## config.mk

```make
export PLATFORM = sky130hd
export DESIGN_NAME = sync_locator
export DESIGN_NICKNAME = d
export VERILOG_FILES = /design/src/rtl/sync_pkg.sv /design/src/rtl/sync_fall_det.sv /design/src/rtl/sync_line_ctr.sv /design/src/rtl/sync_lock_trk.sv /design/src/rtl/sync_locator.sv
export SDC_FILE = /design/constraint.sdc
export NUM_CORES = 1
export LEC_CHECK = 0
export ABC_AREA = 1
export BUFFER_PORTS_ARGS = -buffer_cell sky130_fd_sc_hd__buf_2
export CAP_MARGIN = 20
export CORE_AREA = 2 2 51 53
export CTS_CLUSTER_SIZE = 25
export DETAILED_ROUTE_END_ITERATION = 6
export DIE_AREA = 0 0 53 55
export GPL_ROUTABILITY_DRIVEN = 0
export PLACE_DENSITY = 0.82
export SKIP_LAST_GASP = 1
export SYNTH_ARGS = -nofsm -noshare
export SYNTH_HDL_FRONTEND = slang
export SYNTH_HIERARCHICAL = 1
export SYNTH_SLANG_ARGS = --single-unit
```

## constraint.sdc

```tcl
create_clock -name clk -period 2.31 [get_ports clk]
set_input_delay 0.1155 -clock clk [delete_from_list [all_inputs] [get_ports clk]]
set_output_delay 0.1155 -clock clk [all_outputs]
set_load 0.005 [all_outputs]
```

## src/rtl/sync_pkg.sv

```systemverilog
package sync_pkg;

    localparam int unsigned SMP_W      = 10;
    localparam int unsigned IDX_W      = 10;
    localparam int unsigned LINE_LEN   = 910;
    localparam int unsigned REF_POS    = 785;
    localparam int unsigned ACTIVE_LEN = 768;
    localparam int unsigned MID_LEVEL  = 10'h080;
    localparam int unsigned LOCK_RUN   = 3;
    localparam int unsigned LOSS_RUN   = 3;

    typedef enum logic {
        TRK_SEARCH = 1'b0,
        TRK_LOCKED = 1'b1
    } trk_state_e;

    typedef struct packed {
        logic             valid;
        logic [SMP_W-1:0] code;
    } sample_t;

    function automatic logic [IDX_W-1:0] idx_step(input logic [IDX_W-1:0] cur,
                                                  input int unsigned len);
        if (cur == IDX_W'(len - 1))
            return '0;
        return cur + 1'b1;
    endfunction

endpackage

```

## src/rtl/sync_fall_det.sv

```systemverilog
module sync_fall_det
    import sync_pkg::*;
#(
    parameter int unsigned W      = SMP_W,
    parameter int unsigned THRESH = MID_LEVEL
) (
    input  logic    clk,
    input  logic    rst,
    input  sample_t smp,
    output logic    fall
);

    logic prev_high;
    logic now_high;

    assign now_high = (smp.code >= W'(THRESH));
    assign fall     = smp.valid && prev_high && !now_high;

    always_ff @(posedge clk) begin
        if (rst)
            prev_high <= 1'b0;
        else if (smp.valid)
            prev_high <= now_high;
    end

    // an edge cannot follow a low sample
    p_edge_after_high_r2: assert property (@(posedge clk) disable iff (rst)
        (smp.valid && !now_high) |=> !fall);

endmodule

```

## src/rtl/sync_line_ctr.sv

```systemverilog
module sync_line_ctr
    import sync_pkg::*;
#(
    parameter int unsigned W     = IDX_W,
    parameter int unsigned LEN   = LINE_LEN,
    parameter int unsigned REF_I = REF_POS
) (
    input  logic         clk,
    input  logic         rst,
    input  logic         valid,
    input  logic         rephase,
    output logic [W-1:0] idx,
    output logic         at_ref
);

    localparam logic [W-1:0] LAST_IDX = W'(LEN - 1);
    localparam logic [W-1:0] REF_IDX  = W'(REF_I);

    logic [W-1:0] nxt;

    assign nxt    = (idx == LAST_IDX) ? '0 : idx + 1'b1;
    assign at_ref = (nxt == REF_IDX);

    always_ff @(posedge clk) begin
        if (rst)
            idx <= LAST_IDX;
        else if (valid)
            idx <= rephase ? REF_IDX : nxt;
    end

    p_idx_in_line_r4: assert property (@(posedge clk) disable iff (rst)
        idx <= LAST_IDX);

    p_hold_without_valid_r4: assert property (@(posedge clk) disable iff (rst)
        !valid |=> $stable(idx));

    p_rephase_lands_r3: assert property (@(posedge clk) disable iff (rst)
        (valid && rephase) |=> idx == REF_IDX);

    p_wrap_r4: assert property (@(posedge clk) disable iff (rst)
        (valid && !rephase && idx == LAST_IDX) |=> idx == '0);

endmodule

```

## src/rtl/sync_lock_trk.sv

```systemverilog
module sync_lock_trk
    import sync_pkg::*;
#(
    parameter int unsigned GAIN_N = LOCK_RUN,
    parameter int unsigned LOSE_N = LOSS_RUN
) (
    input  logic clk,
    input  logic rst,
    input  logic valid,
    input  logic fall,
    input  logic at_ref,
    output logic locked,
    output logic rephase
);

    localparam int unsigned GW = $clog2(GAIN_N + 1);
    localparam int unsigned MW = $clog2(LOSE_N + 1);

    trk_state_e    state;
    logic [GW-1:0] good_run;
    logic [MW-1:0] miss_run;

    assign locked  = (state == TRK_LOCKED);
    assign rephase = valid && fall && (state == TRK_SEARCH);

    always_ff @(posedge clk) begin
        if (rst) begin
            state    <= TRK_SEARCH;
            good_run <= '0;
            miss_run <= '0;
        end else if (valid) begin
            case (state)
                TRK_SEARCH: begin
                    if (fall) begin
                        if (good_run != '0 && at_ref) begin
                            if (good_run == GW'(GAIN_N - 1)) begin
                                state    <= TRK_LOCKED;
                                good_run <= '0;
                                miss_run <= '0;
                            end else begin
                                good_run <= good_run + 1'b1;
                            end
                        end else begin
                            good_run <= GW'(1);
                        end
                    end else if (at_ref) begin
                        good_run <= '0;
                    end
                end
                TRK_LOCKED: begin
                    if (fall && at_ref) begin
                        miss_run <= '0;
                    end else if (fall || at_ref) begin
                        if (miss_run == MW'(LOSE_N - 1)) begin
                            state    <= TRK_SEARCH;
                            miss_run <= '0;
                            good_run <= '0;
                        end else begin
                            miss_run <= miss_run + 1'b1;
                        end
                    end
                end
                default: state <= TRK_SEARCH;
            endcase
        end
    end

    p_lock_needs_edge_r5: assert property (@(posedge clk) disable iff (rst)
        (!locked && !(valid && fall)) |=> !locked);

    p_good_edge_keeps_r8: assert property (@(posedge clk) disable iff (rst)
        (locked && valid && fall && at_ref) |=> locked);

    p_no_rephase_locked_r7: assert property (@(posedge clk) disable iff (rst)
        locked |-> !rephase);

endmodule

```

## src/rtl/sync_locator.sv

```systemverilog
module sync_locator
    import sync_pkg::*;
#(
    parameter int unsigned LINE_SAMPLES = LINE_LEN,
    parameter int unsigned EDGE_INDEX   = REF_POS,
    parameter int unsigned ACTIVE_SPAN  = ACTIVE_LEN,
    parameter int unsigned THRESHOLD    = MID_LEVEL,
    parameter int unsigned LOCK_LINES   = LOCK_RUN,
    parameter int unsigned LOSS_LINES   = LOSS_RUN
) (
    input  logic             clk,
    input  logic             rst,
    input  logic             smp_valid,
    input  logic [SMP_W-1:0] smp_data,
    output logic [IDX_W-1:0] line_idx,
    output logic             active_video,
    output logic             locked,
    output logic             sync_edge
);

    sample_t smp;
    logic    fall;
    logic    at_ref;
    logic    rephase;
    logic    lock_q;

    assign smp = '{valid: smp_valid, code: smp_data};

    sync_fall_det #(
        .W      (SMP_W),
        .THRESH (THRESHOLD)
    ) u_det (
        .clk  (clk),
        .rst  (rst),
        .smp  (smp),
        .fall (fall)
    );

    sync_line_ctr #(
        .W     (IDX_W),
        .LEN   (LINE_SAMPLES),
        .REF_I (EDGE_INDEX)
    ) u_ctr (
        .clk     (clk),
        .rst     (rst),
        .valid   (smp_valid),
        .rephase (rephase),
        .idx     (line_idx),
        .at_ref  (at_ref)
    );

    sync_lock_trk #(
        .GAIN_N (LOCK_LINES),
        .LOSE_N (LOSS_LINES)
    ) u_trk (
        .clk     (clk),
        .rst     (rst),
        .valid   (smp_valid),
        .fall    (fall),
        .at_ref  (at_ref),
        .locked  (lock_q),
        .rephase (rephase)
    );

    always_ff @(posedge clk) begin
        if (rst)
            sync_edge <= 1'b0;
        else
            sync_edge <= fall;
    end

    assign locked       = lock_q;
    assign active_video = lock_q && (line_idx < IDX_W'(ACTIVE_SPAN));

    p_active_only_locked_r9: assert property (@(posedge clk) disable iff (rst)
        active_video |-> locked);

    p_pulse_one_cycle_r2: assert property (@(posedge clk) disable iff (rst)
        (sync_edge && !smp_valid) |=> !sync_edge);

    p_locked_runs_r7: assert property (@(posedge clk) disable iff (rst)
        (locked && smp_valid) |=> line_idx == idx_step($past(line_idx), LINE_SAMPLES));

endmodule

```

==> results_dict.tcl <==
set metrics [dict create \
    p_leak_nw 0.698 \
    critPathKind "register to register" \
    drc_errors 0 \
    grt_pass1_vias 1010 \
    grt-ovfl-total 0 \
    synth-seq-cells 17 \
    htreeDepth 1 \
    nFillCells 257 \
    yosys.area.top_type "dfxtp_1" \
    rsz0062_at_grt "no" \
    cts_root_buf "clkbuf_4" \
    finalNonFillerCells 246 \
    cts_setup_buffers 0 \
    clk_path_buf_depth 2 \
    ir_worst_vdd_mv 0.369 \
    cts_tree "yes" \
    grt_max_degree 13 \
    tns_ns 0 \
    start_kind "register" \
    syn_nets 209 \
    vias_per_cell 4.80 \
    die_h_um 55 \
    syn-mean-instance-area_um2 6.05 \
    crit_arrival_ns 2.26 \
    synthTopCellsByArea "dfxtp_1, nand2_1, inv_1, nor2_1, nand3_1" \
    start_util 0.496 \
    syn_inst 194 \
    std_cell_rows 18 \
    final_nets 232 \
    antenna_found_initial 0 \
    syn_to_final_growth_pct 14.1 \
    totalWireLength_mm 2.46 \
    layout_min_cycle_time_ns 2.08 \
    top_level_ports 26 \
    crit_fanout 7 \
    slowest_delay_ns 0.40 \
    crit_top_cell "nor2_1" \
    die_area_mm2 0.00292 \
    yosysUniqueCellTypes 27 \
    hold_viol_final 0 \
    clkSlewWorstSetupHoldPaths_ns 0.10 \
    placedCellCount 242 \
    grt_usage 0.191 \
    portBuffers 18 \
    synth.top_cell.area_share 0.290 \
    worst_path_max_delay_cell "dfxtp_4" \
    end_kind "register" \
    coreArea_mm2 0.00236 \
    antenna_left 0 \
    die_w_um 53 \
    timing.critical_path.cells "ha_2, nand2_2, nor2_1, nand3_1, nand2_1, nand2_1, nor2_1, nand3_1, nor2_1, buf_4, nand3_1, nor2_2, nor2_2, nor2_1, nor2_2" \
    first_iter_violations 23 \
    numCtsBuffers 3 \
    tightest_slew_ns 0.300 \
    powerDensity_mw_per_mm2 488 \
    seq_area_frac_synth 0.290 \
    yosysWarnings 6 \
    hold_class "input port to register" \
    report.final.slew_viol_count 0 \
    cts_sinks 17 \
    outcome "completed" \
    drive_gt1_frac 0.241 \
    syn-cell-area_mm2 0.00117 \
    finalSetupViolCount 0 \
    relSlewSlack 0.800 \
    diodes 0 \
    grt_first_pass_wirelength_mm 4.08 \
    post_drt_wl_per_cell_um 10.0 \
    period_share 0.900 \
    finalClockSkew_ns 0.00899 \
    clock_latency_ns 0.29 \
    num_vias 1180 \
    dp_hpwl_mm 1.83 \
    cap_violations 0 \
    worstPathRequired_ns 2.49 \
    dr.pass1.iters 4 \
    fmax_mhz 481 \
]
-- cells by family after synthesis --
family | count (synthesis) | share of synthesized area
buffers and inverters | 37 | 0.123
xor gates and xnor gates | 1 | 0.00746
DFF | 17 | 0.290
adders and majority gates | 2 | 0.0213
and+or+nand+nor | 114 | 0.449
AOI/OAI and AO/OA | 23 | 0.110
-- final cells by class --
type / count / area, um^2 / share of cell area
multi-input cells: 140 / 692 / 0.517
repair buffers: 20 / 105 / 0.0785
clock buffers: 4 / 26.3 / 0.0196
well taps: 30 / 37.5 / 0.0280
inverters: 35 / 133 / 0.0991
flip-flops and latches: 17 / 345 / 0.258
-- cell usage after synthesis --
library cell  count
nand2_1          52
inv_1            30
nor2_1           23
dfxtp_1          17
nand3_1          15
a21oi_1          13
nor2_2           10
nand2_2           5
inv_2             4
o21ai_0           4
nand3_2           3
ha_1              2
nand4_1           2
a211oi_1          1
a21oi_2           1
buf_1             1
buf_4             1
clkinv_2          1
nand3b_1          1
nor2_4            1
nor3_1            1
nor3_2            1
o21ai_1           1
o21bai_1          1
o221ai_1          1
o22ai_1           1
xnor2_1           1
-- state kept, by name, summed over array words and instances (netlist names) --
| register | count |
|---|---|
| u_ctr/idx | 10 |
| sync_edge | 1 |
| u_det/prev_high | 1 |
| u_trk/good_run | 2 |
| u_trk/locked | 1 |
| u_trk/miss_run | 2 |
-- per-layer routing --
metal	up-vias	global-route usage	part of all wire
met5	-	0	0
met4	0	0.0769	0.0057
li1	647	-	-
met2	14	0.329	0.47
met1	517	0.236	0.49
met3	2	0.0376	0.027
-- worst paths after layout --
kind | startpoint | to | slack (ns) | cells after the start
setup reg to reg | u_ctr/idx[0] | u_trk/miss_run[1] | 0.23 | 15
setup / recovery | u_ctr/idx[0] | u_trk/miss_run[1] | 0.23 | 15
hold / removal | smp_data[7] | u_det/prev_high | 0.15 | 5
hold reg to reg | u_det/prev_high | u_det/prev_high | 0.53 | 2
-- power breakdown --
part	total [mW]	internal, mW	switching (mW)
sequential	0.335	0.309	0.0255
combinational	0.163	0.0630	0.100
clock	0.156	0.0671	0.0887
total	0.654	0.439	0.214
-- stage by stage --
stage / util / area, um^2 / setup WS [ns] / hold slack, ns / power [mW]
6_report: 0.566 / 1340 / 0.232 / 0.155 / 0.654
2_1_floorplan: - / 1170 / 0.281 / 0.187 / 0.458
4_1_cts: 0.563 / 1330 / 0.108 / 0.135 / 0.665
5_1_grt: 0.566 / 1340 / 0.0232 / 0.155 / 0.707
3_5_place_dp: 0.552 / 1310 / 0.151 / 0.449 / 0.502
3_3_place_gp: 0.552 / 1310 / 0.163 / 0.427 / 0.500
-- repair_timing --
item / 4_1_cts / 5_1_grt
setup endpoints to repair: 0 / 5
hold buffers: 0 / 0
resized for setup: 0 / 4
-- critical path: cells and delay by family, from the launching register on --
family / cells / cell delay [ns]
and+or+nand+nor: 13 / 1.21
DFF: 1 / 0.40
adders and majority gates: 1 / 0.22
buffers and inverters: 1 / 0.15
-- cells in the final DEF, fill, tap and decap left out, types with 2 or more instances in the layout --
master,synthesis,final
nand4_1,2,2
buf_4,1,2
nand3_1,15,15
nor2_1,23,23
a21oi_1,13,13
o21ai_0,4,4
nand2_1,52,52
nand2_2,5,5
nor2_2,10,10
buf_2,0,18
nand3_2,3,3
inv_1,30,30
clkbuf_4,0,3
inv_2,4,4
dfxtp_1,17,15
No activity file was read; power rests on OpenSTA's default activity.
